[config.mk]
export PLATFORM = sky130hd
export DESIGN_NAME = dither_pwm
export DESIGN_NICKNAME = d
export VERILOG_FILES = /design/src/rtl/dither_pwm_pkg.sv /design/src/rtl/dither_pwm_ctrl.sv /design/src/rtl/dither_pwm_dp.sv /design/src/rtl/dither_pwm.sv
export SDC_FILE = /design/constraint.sdc
export NUM_CORES = 1
export LEC_CHECK = 0
export BUFFER_PORTS_ARGS = -buffer_cell sky130_fd_sc_hd__buf_2
export CAP_MARGIN = 20
export CORE_ASPECT_RATIO = 0.8
export CORE_MARGIN = 1
export CORE_UTILIZATION = 53
export CTS_BUF_LIST = sky130_fd_sc_hd__clkbuf_4
export DETAILED_ROUTE_END_ITERATION = 10
export PLACE_DENSITY = 0.76
export SYNTH_ARGS = -nofsm -noshare
export SYNTH_HDL_FRONTEND = slang
export SYNTH_SLANG_ARGS = --single-unit
[constraint.sdc]
create_clock -name clk -period 2.9 [get_ports clk]
set_input_delay 0.58 -clock clk [delete_from_list [all_inputs] [get_ports clk]]
set_output_delay 0.58 -clock clk [all_outputs]
set_load 0.03 [all_outputs]
[src/rtl/dither_pwm_pkg.sv]
package dither_pwm_pkg;
  parameter int DUTY_W = 8;
  parameter int SUB_W  = 2;
  localparam int POS_W = DUTY_W - SUB_W;
  localparam int CNT_W = DUTY_W;
  localparam int NSUB  = 1 << SUB_W;

  typedef struct packed {
    logic             loadNow;
    logic             runEn;
    logic [SUB_W-1:0] subIdx;
    logic [POS_W-1:0] pos;
  } ctrlStrobes_t;
endpackage

[src/rtl/dither_pwm_ctrl.sv]
module dither_pwm_ctrl
  import dither_pwm_pkg::*;
(
  input  logic             clk,
  input  logic             rst,
  input  logic             en,
  output ctrlStrobes_t     strb,
  output logic [CNT_W-1:0] cntQ
);
  // Free-running period counter; high bits select the sub-cycle
  always_ff @(posedge clk) begin
    if (rst)      cntQ <= '0;
    else if (!en) cntQ <= '0;
    else          cntQ <= cntQ + CNT_W'(1);
  end

  always_comb begin
    strb.loadNow = en && (cntQ == '0);
    strb.runEn   = en;
    strb.subIdx  = cntQ[CNT_W-1 -: SUB_W];
    strb.pos     = cntQ[POS_W-1:0];
  end
endmodule

[src/rtl/dither_pwm_dp.sv]
module dither_pwm_dp
  import dither_pwm_pkg::*;
(
  input  logic              clk,
  input  logic              rst,
  input  ctrlStrobes_t      strb,
  input  logic [DUTY_W-1:0] dutyIn,
  output logic              pwmOut,
  output logic [DUTY_W-1:0] dutyQ
);
  logic [DUTY_W-1:0] dutyEff;
  logic [POS_W-1:0]  baseVal;
  logic [SUB_W-1:0]  ditherVal;
  logic [NSUB-1:0]   extVec;
  logic              extNow;
  logic [POS_W:0]    highTime;
  logic              inHigh;

  // A fresh value is used in the same cycle it is captured
  assign dutyEff   = strb.loadNow ? dutyIn : dutyQ;
  assign baseVal   = dutyEff[DUTY_W-1:SUB_W];
  assign ditherVal = dutyEff[SUB_W-1:0];

  // One flag per sub-cycle: extended when its index is below the dither field
  for (genvar g = 0; g < NSUB; g++) begin : gExt
    assign extVec[g] = SUB_W'(g) < ditherVal;
  end

  assign extNow   = extVec[strb.subIdx];
  assign highTime = {1'b0, baseVal} + (POS_W+1)'(extNow);
  assign inHigh   = {1'b0, strb.pos} < highTime;

  always_ff @(posedge clk) begin
    if (rst) begin
      dutyQ  <= '0;
      pwmOut <= 1'b0;
    end else begin
      if (strb.loadNow) dutyQ <= dutyIn;
      pwmOut <= strb.runEn && inHigh;
    end
  end
endmodule

[src/rtl/dither_pwm.sv]
module dither_pwm
  import dither_pwm_pkg::*;
(
  input  logic       clk,
  input  logic       rst,
  input  logic       en,
  input  logic [7:0] dutyIn,
  output logic       pwmOut
);
  ctrlStrobes_t      strb;
  logic [CNT_W-1:0]  cntQ;
  logic [DUTY_W-1:0] dutyQ;

  dither_pwm_ctrl uCtrl (
    .clk  (clk),
    .rst  (rst),
    .en   (en),
    .strb (strb),
    .cntQ (cntQ)
  );

  dither_pwm_dp uDp (
    .clk    (clk),
    .rst    (rst),
    .strb   (strb),
    .dutyIn (dutyIn),
    .pwmOut (pwmOut),
    .dutyQ  (dutyQ)
  );
endmodule

==> flow_summary_export.csv <==
group,metric,value,unit
run_status,run_status,"complete, no violations",
cells_and_area,syn_to_final_growth,21.7,%
synthesis,synth_fa_ha_area_share,11.3,%
route,wl,2430,µm
synthesis,ys.warnings.count,0,
worst_setup_path,worstReg2RegStart,"uCtrl.cntQ[0]$_SDFF_PP0_",
worst_setup_path,r2r_slack,110,ps
route,wl_per_cell,14.5,µm
route,first_pass_iters,4,
global_routing,overflow,0,
hold_path,hold_depth,2,
power,p_per_area,389,nW/µm²
worst_setup_path,worstPathArrival,3010,ps
sta,fmax,359,MHz
floorplan,ioPinCount,12,
route,num_vias,921,
cells_and_area,fin_nets,164,
sta,slew_viol_final,0,
power,max-vdd-ir-drop,0.000431,V
floorplan,die_width,52.6,µm
global_routing,antenna_found_initial,0,
sta,slew_headroom,69.5,%
hold_path,worstHoldStart,"uDp.dutyQ[0]$_SDFF_PP0_",
sta,fin_crit,2790,ps
placed_design,finalWeightedCongestion,0.840,
worst_setup_path,end_kind,"flop",
global_routing,grt_pass1_wl,3860,µm
synthesis,syn_area,1080,µm²
synthesis,synth-simple-area-share,25.6,%
cells_and_area,diodes,0,
route,drt-initial-drc-count,12,
clock_tree,path_clk_slew,100,ps
clock_tree,cts_made_buffers,3,
job,max_cap_viol_count,0,
synthesis,syn_inst,122,
synthesis,synth_edf_count,0,
clock_tree,worstSkewPairLatency,300,ps
sta,finalHoldViolCount,0,
worst_setup_path,path_max_fanout,7,
hold_path,hold_path_class,"reg -> reg",
synthesis,synth_top_family_by_area,"simple AND/OR/NAND/NOR gates",
worst_setup_path,slowest_stage,"mux2_4",
synthesis,synth_compound_area_share,12.7,%
power,p_leak,0.558,nW
global_routing,grt_max_degree,14,
placed_design,hpwlAfterDp,1770,µm
synthesis,ys_seq_elements,17,
worst_setup_path,reg2reg_depth,14,
worst_setup_path,r2r-end,"uDp.pwmOut$_SDFF_PP0_",
floorplan,coreArea,1910,µm²
placed_design,place_area,1230,µm²
worst_setup_path,crit_top_cell,"ha_4",
clock_tree,cts_tree,"built",
synthesis,synthMuxAreaShare,5.54,%
worst_setup_path,worstPathRequired,3120,ps
synthesis,syn-num-nets,142,
clock_tree,root_buffer,"clkbuf_4",
clock_tree,cts-hold-fix-buffers,0,
route,vias_per_cell,5.51,
worst_setup_path,crit_chain,"inv_1, ha_4, nor4b_4, nand2_4, mux2_4, ha_4, a41oi_2, nand2_1, o221ai_2, ha_1, a21o_1, a211oi_2, o21ai_2, o31ai_4",
sta,fin_crit_sh,96.1,%
floorplan,die_h,42.5,µm
synthesis,ys_seq_area_share,31.4,%
synthesis,syn_avg_cell_area,8.89,µm²
floorplan,start_util,56.8,%
route,drc,0,
sta,holdWs,465,ps
placed_design,port_buffers,11,
floorplan,dieArea,2230,µm²
synthesis,synth_xor_area_share,10.5,%
synthesis,yosysUniqueCellTypes,29,
global_routing,grtUsageTotal,24.0,%
synthesis,synth-async-reset-ratio,0,%
worst_setup_path,crit_type,"reg -> reg",
sta,setup_violations,0,
clock_tree,cts_sinks,17,
global_routing,grt_pass1_vias,840,
cells_and_area,postLayoutCellArea,1320,µm²
clock_tree,ctsHtreeMaxLevel,1,
route,antenna_left,0,
hold_path,hold_end,"uDp.dutyQ[0]$_SDFF_PP0_",
floorplan,rows,14,
synthesis,synthFlopType,"dfxtp_1",
worst_setup_path,start_kind,"flop",
cells_and_area,drive_gt1_share,28.7,%
clock_tree,clock_path_buffers,2,
sta,tightest_slew,457,ps
worst_setup_path,cpPeakStageDelay,350,ps
sta,clock_skew,7.73,ps
how the worst max path moves through the flow:
stage | from | endpoint | cells past startpoint
4_1_cts | uCtrl.cntQ[0]$_SDFF_PP0_ | uDp.pwmOut$_SDFF_PP0_ | 14
3_3_place_gp | en | uDp.pwmOut$_SDFF_PP0_ | 13
6_report | uCtrl.cntQ[0]$_SDFF_PP0_ | uDp.pwmOut$_SDFF_PP0_ | 14
3_5_place_dp | en | uDp.pwmOut$_SDFF_PP0_ | 13
2_1_floorplan | en | uDp.pwmOut$_SDFF_PP0_ | 11
5_1_grt | uCtrl.cntQ[0]$_SDFF_PP0_ | uDp.pwmOut$_SDFF_PP0_ | 13
logic make-up (layout without fill, tap and decap cells):
logic type / Yosys count / after routing
DFF: 17 / 17
buffers and inverters: 8 / 29
xor gates and xnor gates: 13 / 13
muxes: 5 / 5
adders and majority gates: 10 / 10
and+or+nand+nor: 50 / 50
AOI/OAI and AO/OA: 19 / 19
stage by stage:
step | worst slack (ps) | power, mW | utilization, % | std cells | TNS (ps)
after floorplan | 13.4 | 0.333 | - | 122 | 0
after global placement | 6.87 | 0.362 | 64.2 | 161 | 0
after detailed placement | -75.7 | 0.367 | 64.2 | 161 | -75.7
after CTS | 36.2 | 0.506 | 65.8 | 165 | 0
after global routing | -47.7 | 0.540 | 69.1 | 167 | -47.7
final | 112 | 0.513 | 69.1 | 167 | 0
critical path, delay by kind of cell, from the launching register on:
kind / cells / cell delay (ps)
AOI/OAI and AO/OA: 6 / 870
adders and majority gates: 3 / 590
buffers and inverters: 1 / 80
DFF: 1 / 340
muxes: 1 / 350
and+or+nand+nor: 3 / 500
power breakdown:
group	switching [mW]	internal, mW	total [mW]
combinational	0.0651	0.0577	0.123
sequential	0.00788	0.243	0.251
clock	0.0762	0.0629	0.139
cells in the mapped netlist (2+ instances only):
cell      count  area share (%)
a211oi_1      2             1.4
a21oi_1       9             4.2
and3_1        2             1.2
and4_1        2             1.6
buf_2         2            0.92
dfxtp_1      17              31
ha_1          9              10
inv_1         5             1.7
mux2_4        2             2.8
mux2i_1       3             2.8
nand2_1      14             4.8
nand2b_1      2             1.2
nand3_1      12             5.5
nor2_1       12             4.2
nor2b_1       3             1.7
nor4b_4       2             4.4
xnor2_1       7             5.7
xor2_1        6             4.8
repair_timing:
| action | in CTS | in global routing |
|---|---|---|
| buffers inserted | 0 | 2 |
| resized for setup | 0 | 11 |
| endpoints found under the setup margin | 0 | 1 |
placed cells by master (no fill, tap or decap), types with 3 or more instances in the layout:
master	n
a21oi_1	9
buf_2	11
buf_4	9
clkbuf_4	4
dfxtp_1	15
ha_1	6
inv_1	4
mux2i_1	3
nand2_1	14
nand3_1	12
nor2_1	12
nor2b_1	3
xnor2_1	7
xor2_1	6
final cells by class:
| class | instances | area [µm²] |
|---|---|---|
| multi-input cells | 97 | 776 |
| fillers | 151 | 589 |
| flip-flops and latches | 17 | 343 |
| repair buffers | 20 | 123 |
| clock buffers | 4 | 30.0 |
| well taps | 24 | 30.0 |
| inverters | 5 | 18.8 |
flip-flops by register name, indices dropped and copies added (netlist names):
signal and cells:
uCtrl.cntQ 8, uDp.pwmOut 1, uDp.dutyQ 8
layer usage:
layer	global-route usage (%)	share of wire, %
met3	6.52	3.3
met1	32.8	50
met5	0	0
met2	36.5	45
met4	6.84	1.6
Power figures use the tool's default switching activity.
